### src/rtl/bpm_pkg.sv
package bpm_pkg;
  localparam int NUM_SIDES = 2;
  localparam int SIDE_IN   = 0;
  localparam int SIDE_OUT  = 1;

  typedef struct packed {
    logic attempt;
    logic success;
  } xfer_t;
endpackage

### src/rtl/bpm_port_counter.sv
module bpm_port_counter
  import bpm_pkg::*;
#(
  parameter int CNT_W = 6
) (
  input  logic             clk,
  input  logic             rst_n,
  input  xfer_t            xfer,
  input  logic             clr,
  input  logic [CNT_W-1:0] thresh,
  output logic             hit
);
  localparam logic [CNT_W-1:0] CNT_MAX = '1;
  localparam logic [CNT_W-1:0] ONE     = CNT_W'(1);

  logic [CNT_W-1:0] cnt_q, cnt_d;
  logic             cnt_en;

  always_comb begin
    cnt_d = cnt_q;
    if (clr) begin
      cnt_d = '0;
    end else if (xfer.attempt) begin
      if (xfer.success) begin
        if (cnt_q != '0) cnt_d = cnt_q - ONE;
      end else begin
        if (cnt_q != CNT_MAX) cnt_d = cnt_q + ONE;
      end
    end
  end

  assign cnt_en = clr | xfer.attempt;

  always_ff @(posedge clk or negedge rst_n) begin
    if (!rst_n)      cnt_q <= '0;
    else if (cnt_en) cnt_q <= cnt_d;
  end

  assign hit = (thresh != '0) && (cnt_q >= thresh);

  assert_sat_max_R5: assert property (@(posedge clk) disable iff (!rst_n)
    (!clr && xfer.attempt && !xfer.success && cnt_q == CNT_MAX) |=> (cnt_q == CNT_MAX));
  assert_sat_zero_R4: assert property (@(posedge clk) disable iff (!rst_n)
    (!clr && xfer.attempt && xfer.success && cnt_q == '0) |=> (cnt_q == '0));
  assert_idle_stable_R6: assert property (@(posedge clk) disable iff (!rst_n)
    (!clr && !xfer.attempt) |=> $stable(cnt_q));
  assert_clear_R7: assert property (@(posedge clk) disable iff (!rst_n)
    clr |=> (cnt_q == '0));
endmodule

### src/rtl/bpm_holdoff.sv
module bpm_holdoff #(
  parameter int HOLD_W = 8
) (
  input  logic              clk,
  input  logic              rst_n,
  input  logic              start,
  input  logic [HOLD_W-1:0] len,
  output logic              active
);
  localparam logic [HOLD_W-1:0] ONE = HOLD_W'(1);

  logic [HOLD_W-1:0] hold_q, hold_d;
  logic              hold_en;

  always_comb begin
    hold_d = hold_q;
    if (start)              hold_d = len;
    else if (hold_q != '0)  hold_d = hold_q - ONE;
  end

  assign hold_en = start | (hold_q != '0);

  always_ff @(posedge clk or negedge rst_n) begin
    if (!rst_n)       hold_q <= '0;
    else if (hold_en) hold_q <= hold_d;
  end

  assign active = (hold_q != '0);

  assert_hold_countdown_R9: assert property (@(posedge clk) disable iff (!rst_n)
    (active && !start) |=> (hold_q == $past(hold_q) - ONE));
  assert_hold_load_R9: assert property (@(posedge clk) disable iff (!rst_n)
    start |=> (hold_q == $past(len)));
endmodule

### src/rtl/port_block_monitor.sv
module port_block_monitor
  import bpm_pkg::*;
#(
  parameter int CNT_W  = 6,
  parameter int HOLD_W = 8
) (
  input  logic              clk,
  input  logic              rst_n,
  input  logic              in_try_i,
  input  logic              in_ok_i,
  input  logic              out_try_i,
  input  logic              out_ok_i,
  input  logic [CNT_W-1:0]  thresh_i,
  input  logic [HOLD_W-1:0] hold_len_i,
  output logic              speed_up_o,
  output logic              slow_down_o
);
  logic [1:0] rst_sync_q;
  logic       rst_n_s;

  always_ff @(posedge clk or negedge rst_n) begin
    if (!rst_n) rst_sync_q <= 2'b00;
    else        rst_sync_q <= {rst_sync_q[0], 1'b1};
  end
  assign rst_n_s = rst_sync_q[1];

  xfer_t [NUM_SIDES-1:0] xfers;
  logic  [NUM_SIDES-1:0] hits;
  logic                  fire_up, fire_dn, conflict, hold_active, clr_all;

  assign xfers[SIDE_IN]  = '{attempt: in_try_i,  success: in_ok_i};
  assign xfers[SIDE_OUT] = '{attempt: out_try_i, success: out_ok_i};

  for (genvar s = 0; s < NUM_SIDES; s++) begin : g_side
    bpm_port_counter #(.CNT_W(CNT_W)) u_ctr (
      .clk    (clk),
      .rst_n  (rst_n_s),
      .xfer   (xfers[s]),
      .clr    (clr_all),
      .thresh (thresh_i),
      .hit    (hits[s])
    );
  end

  assign conflict = hits[SIDE_IN] & hits[SIDE_OUT];
  assign fire_up  = hits[SIDE_IN]  & ~hits[SIDE_OUT];
  assign fire_dn  = hits[SIDE_OUT] & ~hits[SIDE_IN];
  assign clr_all  = fire_up | fire_dn | conflict | hold_active;

  bpm_holdoff #(.HOLD_W(HOLD_W)) u_hold (
    .clk    (clk),
    .rst_n  (rst_n_s),
    .start  (fire_up | fire_dn),
    .len    (hold_len_i),
    .active (hold_active)
  );

  always_ff @(posedge clk or negedge rst_n_s) begin
    if (!rst_n_s) begin
      speed_up_o  <= 1'b0;
      slow_down_o <= 1'b0;
    end else begin
      speed_up_o  <= fire_up;
      slow_down_o <= fire_dn;
    end
  end

  assert_exclusive_R7: assert property (@(posedge clk) disable iff (!rst_n_s)
    !(speed_up_o && slow_down_o));
  assert_up_single_R7: assert property (@(posedge clk) disable iff (!rst_n_s)
    speed_up_o |=> !speed_up_o);
  assert_dn_single_R7: assert property (@(posedge clk) disable iff (!rst_n_s)
    slow_down_o |=> !slow_down_o);
  assert_quiet_in_hold_R9: assert property (@(posedge clk) disable iff (!rst_n_s)
    hold_active |=> !(speed_up_o || slow_down_o));
  assert_conflict_silent_R8: assert property (@(posedge clk) disable iff (!rst_n_s)
    conflict |=> !(speed_up_o || slow_down_o));
  assert_disabled_R10: assert property (@(posedge clk) disable iff (!rst_n_s)
    (thresh_i == '0) |=> !(speed_up_o || slow_down_o));
endmodule

### config.mk
export PLATFORM = sky130hd
export DESIGN_NAME = port_block_monitor
export DESIGN_NICKNAME = d
export VERILOG_FILES = /design/src/rtl/bpm_pkg.sv /design/src/rtl/bpm_port_counter.sv /design/src/rtl/bpm_holdoff.sv /design/src/rtl/port_block_monitor.sv
export SDC_FILE = /design/constraint.sdc
export NUM_CORES = 1
export LEC_CHECK = 0
export ABC_AREA = 1
export ABC_CLOCK_PERIOD_IN_PS = 1000
export BUFFER_PORTS_ARGS = -buffer_cell sky130_fd_sc_hd__buf_4
export CAP_MARGIN = 20
export CORE_ASPECT_RATIO = 0.8
export CORE_UTILIZATION = 50
export CTS_CLUSTER_SIZE = 20
export DETAILED_ROUTE_END_ITERATION = 8
export HOLD_SLACK_MARGIN = 0.06
export PLACE_DENSITY_LB_ADDON = 0.08
export SLEW_MARGIN = 20
export SYNTH_ARGS = -nofsm -noshare
export SYNTH_HDL_FRONTEND = slang
export SYNTH_SLANG_ARGS = --single-unit
### constraint.sdc
create_clock -name clk -period 1 [get_ports clk]
set_clock_uncertainty 0.05 [all_clocks]
set_input_delay 0.1 -clock clk [delete_from_list [all_inputs] [get_ports clk]]
set_output_delay 0.1 -clock clk [all_outputs]
set_load 0.1 [all_outputs]
# Word level (Yosys, flattened, before mapping)
# Index checks and enable logic that the tools add are counted.
[word_totals]
reg_bits = 24
in_bits = 20
out_inout_bits = 2
wordCells = 54
[op_classes]
addsub = 5
n_lt_le_gt_ge = 2
n_eq_ne = 4
muxes = 12
bitwise_logic = 11
reduce_logical = 14
[op_table]
columns = ["operator", "count"]
rows = [
  ["$mux 6", 10],
  ["$reduce_bool 6->1", 3],
  ["$mux 8", 2],
  ["$add 6x1->6 const B", 2],
  ["$ge 6x6->1", 2],
  ["$ne 6x6->1 const B", 2],
  ["$sub 6x1->6 const B", 2],
  ["$reduce_and 4->1", 2],
  ["$reduce_bool 8->1", 1],
  ["$sub 8x1->8 const B", 1],
  ["$ne 3x1->1 const B", 2],
  ["$or 1x1->1", 6],
  ["$reduce_bool 2->1", 3],
  ["$reduce_bool 3->1", 2],
  ["$and 1x1->1", 3],
  ["$logic_and 1x1->1", 2],
  ["$not 1->1", 2],
  ["$reduce_and 2->1", 1],
]

# Longest topological paths before layout
# Gate-level depths: netlist (run 1).
[depth]
ltp_word = 9
depth_mapped = 14
depth_no_buf = 14

# Modules after synthesis
# A second synthesis (run 1) with hierarchy kept.
[unflattened]
hier_cells = 291
area_unflattened_um2 = 2147.1
[by_module_without_submodules]
columns = ["module", "instances", "cells_each", "area_per_inst_um2", "seq_area_each_um2"]
rows = [
  ["bpm_port_counter", 2, 104, 710.7, 150.1],
  ["bpm_holdoff", 1, 71, 569.3, 200.2],
  ["port_block_monitor", 1, 12, 156.4, 100.1],
]

# Worst setup path after synthesis (run 1)
# Ideal clock, no wire load.
[synth_path]
path_type = "reg-to-reg"
start = "register g_side[0].u_ctr.cnt_q[5]"
end = "register u_hold.hold_q[1]"
setup_ps = 130
arrival_time_ps = 1919
t_required_ps = 820
path_slack_ps = -1099
path_stages_with_launch = 12
path_buffers = 1
period_less_slack_ps = 2099
cell_sequence = "dfrtp_1 > ha_1 > nand2_1 > o21a_1 > nand3_1 > nand2_1 > ha_1 > clkbuf_1 > inv_1 > nand2_1 > o211ai_1 > o21ai_0"
[synth_between]
elab_chain_cells = 7
elab_cells_between_ends = 10
cone_classes = "1 x order compare; 1 x mux; 5 x bitwise; 3 x reduce/logical"
[synth_rtl]
columns = ["item", "line", "text"]
rows = [
  ["start, declared", "bpm_port_counter.sv:16", "logic [CNT_W-1:0] cnt_q, cnt_d;"],
  ["start signal, assigned", "bpm_port_counter.sv:36", "else if (cnt_en) cnt_q <= cnt_d;"],
  ["$ge 6x6->1 *", "bpm_port_counter.sv:39", "assign hit = (thresh != '0) && (cnt_q >= thresh);"],
  ["$logic_and 1x1->1 *", "bpm_port_counter.sv:39", ""],
  ["$not 1->1", "port_block_monitor.sv:47", "assign fire_dn = hits[SIDE_OUT] & ~hits[SIDE_IN];"],
  ["$and 1x1->1", "port_block_monitor.sv:47", ""],
  ["$or 1x1->1 *", "port_block_monitor.sv:53", ".start (fire_up | fire_dn),"],
  ["$reduce_bool 2->1 (no line) or $or 1x1->1 (tied branches)", "n/a", ""],
  ["$reduce_and 2->1 (no line)", "n/a", ""],
  ["end signal, assigned", "bpm_holdoff.sv:25", "else if (hold_en) hold_q <= hold_d;"],
  ["end, declared", "bpm_holdoff.sv:12", "logic [HOLD_W-1:0] hold_q, hold_d;"],
]
# Every way passes the cells marked *; elsewhere a longest branch is shown, timed or not.
# A chain may end at the register's enable or synchronous reset.

# Worst setup path in the final report (run 1)
[layout_path]
start = "register g_side[0].u_ctr.cnt_q[2]"
end = "register g_side[0].u_ctr.cnt_q[2]"
[layout_between]
elab_chain_cells = 9
elab_cells_between_ends = 23
cone_classes = "2 x add/sub; 1 x order compare; 2 x eq/ne; 5 x mux; 8 x bitwise; 5 x reduce/logical"
[layout_rtl]
columns = ["item", "line", "text"]
rows = [
  ["$ge 6x6->1", "bpm_port_counter.sv:39", ""],
  ["$logic_and 1x1->1", "bpm_port_counter.sv:39", ""],
  ["$not 1->1", "port_block_monitor.sv:47", ""],
  ["$and 1x1->1", "port_block_monitor.sv:47", ""],
  ["$or 1x1->1 (3 in series)", "port_block_monitor.sv:48", "assign clr_all = fire_up | fire_dn | conflict | hold_active;"],
  ["$ne 3x1->1 (no line) (tied with other cells)", "n/a", ""],
  ["$reduce_and 4->1 (no line)", "n/a", ""],
]
# Several ways; a longest one is shown, not always the timed one. The select of a mux whose other input is x is not followed.

==> results.md, run 1 <==
Logic synthesis:
- The most area-hungry cell type in the Yosys netlist is dfrtp_1.
- After synthesis, the netlist uses 26 different library cells.
- The net count of the mapped netlist is between 300 and 400.
- The count of yosys warnings during synthesis is 0.
- The mapped netlist covers 0.00195 mm2.
- The share of the Yosys chip area taken by registers is 0.308.
- By area the synthesized netlist is led by dfrtp_1 31%, ha_1 15%, nand2_1 15%.
- A synthesized cell averages 7.14 um2.
- The synthesized netlist cell count is ~270.
- The number of synthesized register bits is 24.
- The share of synthesized area in the top cell type comes to 0.308.

Floorplan:
- The area of the die is 0.00415 mm2.
- The area of the placeable core is approximately 0.0036 mm2.
- The chip width is a little over 70 um.
- Measured along the y axis, the die boundary spans slightly below 60 um.
- The floorplan has 19 rows.
- The initial core utilization is 0.546.
- In this run the count of I/O pins placed on the die edge is 22.

Drt:
- The via density per instance is just over 5.
- In the detailed route, the total length drawn on met3 is approximately 320 um.
- The count of nets left with antenna violations after detail routing is 0.
- The starting DRC count in detailed routing is approximately 130.
- The final layout contains routed wiring with a total length of 5750 um.
- The detailed router put a total of 2530 um of wire on met1.
- In the final routed layout, each cell accounts on average for roughly 14 um.
- The detailed router placed 2024 vias in this run.
- Signal routing reaches up to met4.
- The pre-antenna-repair detailed-routing pass consisted of 4 iterations.
- In the routed design, unresolved DRC markers number 0.
- The detailed-routed wire length on met2 is about 2800 um.

Worst setup path:
- For the worst setup path, the data arrival time is between 2000 and 2500 ps.
- The cell type of the slowest stage on the worst timing path is dfrtp_1.
- The worst setup path is captured at a flip-flop.
- The number of buffers and inverters on the critical path is 3.
- STA classifies the critical path startpoint as a flip-flop.
- The critical path goes through ha_1 -> nand2_1 -> inv_2 -> o211ai_1 -> nand3_1 -> nand2_2 -> ha_4 -> inv_2 -> nor3_4 -> nand2_4 -> inv_2 -> nand2_1 -> nand2_1.
- The worst path required time is around 1200 ps.
- The category of cells accounting for the largest share of critical-path delay is simple AND/OR/NAND/NOR gates.
- The largest single stage delay on the critical path is 410 ps.
- The type of the worst setup path is reg2reg.
- The top fanout value on the critical path is 5.

Placed design:
- The wire-length estimate of the detail-placed layout is around 3800 um.
- The count of buffers inserted at the top-level ports is 21.
- The congestion estimate from routability-driven global placement came to about 0.83.

Layout:
- The multi-input combinational cells in the finished layout cover a total of 0.00136 mm2.
- The diode insertion count for antenna repair is 0.
- The final net count is ~400.
- The utilization of the core after routing is 0.824.
- After filler insertion, the fill cell instance count of the layout stands at between 200 and 250.
- Compared with the post-synthesis result, the final layout area differs by 50.9%.
- Of the cells placed in the final design, the portion with a size suffix greater than 1 is 0.384.
- The combined flip-flop and latch cell area is 603 um2.

Status:
- The run finished, with violations left.
- The checks that failed: setup timing.

Power and ir drop:
- The part of the total power dissipated in sequential elements is 0.344.
- The maximum vdd ir drop is 0.923 mV.
- The clock network power share is 0.186.
- Of the total power, the share spent switching nets is 0.358.
- Power spread over the standard cell area amounts to 1240 mW/mm2.
- The leakage power total is ~1.6 nW.
- The combinational share of power is 0.470.
- Internal power comes to around 2.3 mW.
- For this design the total switching power over the nets is between 1 and 1.5 mW.

GRT:
- The wire length of the first global-routing pass is a little under 9000 um.
- The number of antenna violations at the first check in global routing is 0.
- For this run the aggregate overflow at the end of global routing stands at 0.
- In the global route stage, overall resource usage came out at 0.279.
- Entering global routing, the biggest net connects 23 pins.
- The number of global-route vias before repair was 1983.

Clock tree:
- The clock tree from TritonCTS is done.
- The clock transition time at the flip-flop clock pins of the worst setup and hold paths is ~90 ps.
- Counting along the longest clock path gives a buffer depth of 2.
- Counting the buffers created by CTS gives 3.
- The insertion delay of the later-clocked pin in the worst-skew pair is around 270 ps.
- The H-tree level count is 1.
- The number of sinks on the clock net is 24.
- The library cell used as clock root buffer is clkbuf_8.

Timing:
- Based on the critical path, the design can be clocked at up to between 0.4 and 0.5 GHz.
- The minimum period implied by the final worst setup slack is 2170 ps.
- The total of endpoints with negative setup slack in the final report is 24.
- The worst hold slack across all endpoints is between 60 and 70 ps.
- Setup repair after global routing could not meet its margin everywhere.
- The post-route fraction of the period consumed by the critical path is 2.17.
- The total count of hold-check failures in the final report is 0.
- After layout, the worst setup slack is -1170 ps.
- The final-report max-slew violation count is 0.

Min path:
- The min-delay analysis places its worst path in the category in2reg.

Flow run:
- The number of maximum-capacitance violations is 0.
## path summary, 6_finish.rpt
kind / to / cells past startpoint / slack (ps) / start
setup / recovery: g_side[0].u_ctr.cnt_q[2] / 13 / -1170 / g_side[0].u_ctr.cnt_q[2]
hold / removal: u_hold.hold_q[1] / 3 / 60 / hold_len_i[1]
setup reg to reg: g_side[0].u_ctr.cnt_q[2] / 13 / -1170 / g_side[0].u_ctr.cnt_q[2]
hold reg to reg: g_side[1].u_ctr.cnt_q[0] / 1 / 180 / rst_sync_q[1]
max in group asynchronous: slow_down_o / 1 / 470 / rst_sync_q[1]
min in group asynchronous: rst_sync_q[1] / 2 / 110 / rst_n
## cell families (layout without fill, tap and decap cells)
group	Yosys count	after routing	synth area share
AOI/OAI and AO/OA	30	30	0.0835
DFF	24	24	0.308
adders and majority gates	26	26	0.175
other	1	1	0.00192
buffers and inverters	52	138	0.100
and+or+nand+nor	134	134	0.304
xor gates and xnor gates	6	6	0.0270
## placed cells by master (no fill, tap or decap), drive strengths merged
cell type and count:
o21ai 16, or2 3, nor2 26, o21a 2
conb 1, xor2 5, nand2 82, buf 76
nor3 1, ha 24, a21oi 9, o211ai 3
xnor2 1, clkbuf 4, nand4 2, nor4 1
inv 51, fa 2, dlygate4sd3 7, nand3b 2
dfrtp 24, nand3 17
## synth_stat cells, drive strengths merged
cell    number
xnor2        1
ha          24
nand2       82
nand3       17
xor2         5
conb         1
inv         51
or2          3
o21a         2
fa           2
o21ai       16
nor4         1
o211ai       3
nor3         1
a21oi        9
clkbuf       1
nor2        26
dfrtp       24
nand3b       2
nand4        2
## sequential cells by signal, summed over array words and instances, names as in the netlist
name	flops
g_side.u_ctr.cnt_q	12
rst_sync_q	2
slow_down_o	1
speed_up_o	1
u_hold.hold_q	8
## worst reg2reg max path, cell delays in order (launching register included)
cell      delay (ps)
dfrtp_1          410
ha_1             290
nand2_1           90
inv_2             50
o211ai_1         100
nand3_1          190
nand2_2          140
ha_4             140
inv_2             40
nor3_4           270
nand2_4          140
inv_2            100
nand2_1           60
nand2_1           60
## what timing repair did
action,in CTS,in global routing
setup endpoints to repair,24,24
pin swaps,10,16
resized for setup,21,28
buffers inserted,2,6
gates cloned,0,0
endpoints found under the hold margin,8,0
hold buffers,7,0
## per-layer routing
metal,GRT usage,up-vias
met5,0,-
met3,0.0574,13
li1,-,1032
met2,0.474,66
met1,0.376,913
met4,0.0504,0
## final cells by class
type,count,area share
timing repair buffer,83,0.227
inverter,51,0.0677
clock buffer,4,0.0187
sequential,24,0.205
tap,42,0.0179
multi-input combinational,197,0.464
## power by group through the flow
stage / sequential, mW / clock, mW / combinational [mW]
detailed placement: 1.27 / 0 / 1.53
floorplan: 1.31 / 0 / 0.822
finish: 1.26 / 0.680 / 1.71
CTS: 1.25 / 0.683 / 1.63
global route: 1.27 / 0.719 / 1.93
global placement: 1.26 / 0 / 1.48
## stage by stage
stage	worst slack, ps	power, mW	area (um2)	TNS, ps	instances
CTS	-969	3.56	2780	-19630	396
global route	-1250	3.92	2940	-24720	401
detailed placement	-1070	2.80	2560	-20510	383
finish	-1170	3.65	2940	-23000	401
floorplan	-958	2.13	2020	-18110	273
global placement	-1030	2.74	2560	-19900	383
Power figures use the tool's default switching activity.
==> run 2: changes to the inputs <==
CAP_MARGIN = not set   (was 20)
MAX_ROUTING_LAYER = met4   (was not set)
SKIP_CTS_REPAIR_TIMING = 1   (was not set)
==> results.md, run 2 (synthesis gave the netlist of run 1 again) <==
Power and ir drop:
- The power density over cell area is 1240 mW/mm2 (+0.17%).
- The clock network power share is 0.188 (+0.002).
- The maximum vdd ir drop is 0.799 mV (-13%).
- The switching share of power is 0.350 (-0.00801).
- The combinational share of power was 0.462 (-0.008).
- The part of the total power dissipated in sequential elements was 0.351 (+0.007).
- The leakage power total was 1.56 nW (-1.5%).
- The switching power total is 1.25 mW (-4.1%).
- The design internal power came to 2.33 mW (-0.69%).

Worst setup path:
- The number of buffers and inverters on the critical path was 2 (-1).
- Traced cell by cell, the critical path runs through ha_4 -> inv_1 -> nor2_1 -> o211ai_1 -> nand3_1 -> nand2_2 -> ha_4 -> inv_2 -> nor3_4 -> nand2_2 -> nand2_1 -> o21ai_1.
- The kind of capture point of the worst setup path is a flip-flop.
- Among cell families on the critical path, the largest total delay comes from simple AND/OR/NAND/NOR gates.
- The top fanout value on the critical path is 6 (+1).
- STA classifies the critical path startpoint as a flip-flop.
- The slack of the worst reg-to-reg path is -1140 ps (+20 ps).
- The cell type of the slowest stage on the worst timing path is dfrtp_1.
- The worst path required time is 1100 ps (-60 ps).
- The delay of the slowest cell on the worst path is 420 ps (about the same).
- The type of the worst setup path is reg2reg.
- The data arrival time of the critical path is 2250 ps (-80 ps).

Layout:
- The final cell count without fillers is 400 (-0.25%).
- The combined flip-flop and latch cell area is 603 um2 (unchanged).
- The fraction of layout instances using a drive strength above 1 is 0.346 (-0.0380).
- The top cell types in the final layout, fill and taps aside, are 72 x nand2_1, 72 x buf_4, 42 x inv_1, 22 x dfrtp_1, 21 x nor2_1.
- The final net count is 405 (-0.25%).
- The area occupied by multi-input gates is 0.00132 mm2 (-3.1%).
- The layout overhead on the synthesized area is 47.7%.
- The number of filler cells placed in the layout was 233 (+7.4%).
- More flip-flops sit in one register than any other, and that register is g_side.u_ctr.cnt_q.
- The diode insertion count for antenna repair is 0 (unchanged).
- The largest registers in the layout are g_side.u_ctr.cnt_q x12, u_hold.hold_q x8, rst_sync_q x2.
- The number of flip-flops in the largest register is 12 (unchanged).

GRT:
- The total overflow reported by the global router is 0 (unchanged).
- The global-route total usage across every layer is 0.263 (-0.0169).
- The maximum number of pins on one net before global-route repair is 23 (unchanged).
- The wire length of the first global-routing pass is 8090 um (-8.0%).
- The number of global-route vias before repair is 1884 (-5.0%).
- The number of antenna violations at the first check in global routing is 0 (unchanged).

Timing:
- The minimum period implied by the final worst setup slack is 2140 ps (-23.0 ps).
- The final-report max-slew violation count is 0 (unchanged).
- The post-route fraction of the period consumed by the critical path is 2.14 (-0.0230).
- The final critical-path setup slack is -1140 ps (+23.0 ps).
- The worst hold slack across all endpoints came to 65.8 ps (+4.17 ps).
- Setup repair after global routing could not meet its margin everywhere.
- The total of endpoints with negative setup slack in the final report came to 24 (unchanged).
- The maximum clock frequency is 0.467 GHz (+1.1%).
- The total count of hold-check failures in the final report is 0 (unchanged).

Floorplan:
- The chip width is 71.8 um (unchanged).
- The initial core utilization is 0.546 (unchanged).
- The area of the placeable core is 0.00357 mm2 (unchanged).
- The vertical extent of the die is 57.8 um (unchanged).
- The number of I/O pins was 22 (unchanged).
- The number of standard-cell rows in the floorplan is 19 (unchanged).
- The area of the die is 0.00415 mm2 (unchanged).

Clock tree:
- The insertion delay of the later-clocked pin in the worst-skew pair is 270 ps (about the same).
- The clock transition time at the flip-flop clock pins of the worst setup and hold paths is 90 ps (about the same).
- The clock tree from TritonCTS is done.
- The number of sinks on the clock net is 24 (unchanged).
- The clock buffer count from CTS is 3 (unchanged).
- The H-tree level count was 1 (unchanged).
- The maximum buffer depth of the clock tree is 2 (unchanged).
- The library cell used as clock root buffer is clkbuf_8.

Min path:
- The worst min-delay path category is in2reg.

Drt:
- The via density per instance is 5.02 (-0.64%).
- The residual DRC count is 0 (unchanged).
- The starting DRC count in detailed routing is 136 (+7.1%).
- The first-pass iteration count of the detailed router is 4 (unchanged).
- The average wire length per cell after detail routing is 13.3 um (-7.0%).
- The total detailed-routing wirelength is 5330 um (-7.2%).
- The count of nets left with antenna violations after detail routing is 0 (unchanged).
- The total vias in the final route is 2006 (-0.89%).

Placed design:
- The count of buffers inserted at the top-level ports was 21 (unchanged).
- The global placement routability congestion is 0.843 (+1.5%).
- The post-detailed-placement half-perimeter wirelength is 3820 um (unchanged).
- The placed cell count came to 383 (unchanged).

Status:
- The checks that failed: setup timing.
- The run finished, with violations left.

Flow run:
- The number of maximum-capacitance violations was 0 (unchanged).
run 2: changes by cell type in the layout (fill, tap and decap cells not counted), moves of 2 or more:
cell	delta
inv_2	-2
inv_1	+2
o21ai_2	-6
nand2_1	+4
o21ai_1	+5
nand2_2	-3
run 2: through the flow:
step	power [mW]	setup TNS [ps]	worst slack (ps)	instance area, um2	utilization
2_1_floorplan	2.13	-18110	-958	2020	-
3_3_place_gp	2.74	-19900	-1030	2560	0.719
3_5_place_dp	2.80	-20510	-1070	2560	0.719
4_1_cts	3.47	-21370	-1110	2620	0.735
5_1_grt	3.86	-25520	-1290	2880	0.807
6_report	3.58	-22630	-1140	2880	0.807
run 2: cell type report:
cell class                 count  area share
tap                           42      0.0183
inverter                      51      0.0691
timing repair buffer          82       0.225
multi-input combinational    197       0.459
sequential                    24       0.210
clock buffer                   4      0.0191
run 2: worst paths after layout:
path / from / end / cells past startpoint
setup / recovery: g_side[0].u_ctr.cnt_q[1] / g_side[1].u_ctr.cnt_q[1] / 12
hold / removal: hold_len_i[1] / u_hold.hold_q[1] / 3
setup reg to reg: g_side[0].u_ctr.cnt_q[1] / g_side[1].u_ctr.cnt_q[1] / 12
hold reg to reg: rst_sync_q[1] / g_side[1].u_ctr.cnt_q[0] / 1
max in group asynchronous: rst_sync_q[1] / slow_down_o / 1
min in group asynchronous: rst_n / rst_sync_q[1] / 2
run 2: worst register-to-register path, cell delays in order, from the launching register on:
cell	delay, ps
dfrtp_1	420
ha_4	230
inv_1	50
nor2_1	30
o211ai_1	230
nand3_1	150
nand2_2	140
ha_4	170
inv_2	50
nor3_4	200
nand2_2	150
nand2_1	90
o21ai_1	80
run 2: power groups by stage:
| stage | Sequential (mW) | Clock (mW) | Combinational, mW |
|---|---|---|---|
| final | 1.25 | 0.672 | 1.65 |
| after detailed placement | 1.27 | 0 | 1.53 |
| after global placement | 1.26 | 0 | 1.48 |
| after CTS | 1.25 | 0.683 | 1.54 |
| after floorplan | 1.31 | 0 | 0.822 |
| after global routing | 1.27 | 0.722 | 1.87 |
run 2: metal layers:
metal,global-route usage,vias up,share of wire
met5,-,-,0
met4,0.0476,0,0.010
met3,0.0539,7,0.060
met2,0.406,63,0.46
met1,0.362,908,0.47
li1,-,1028,-
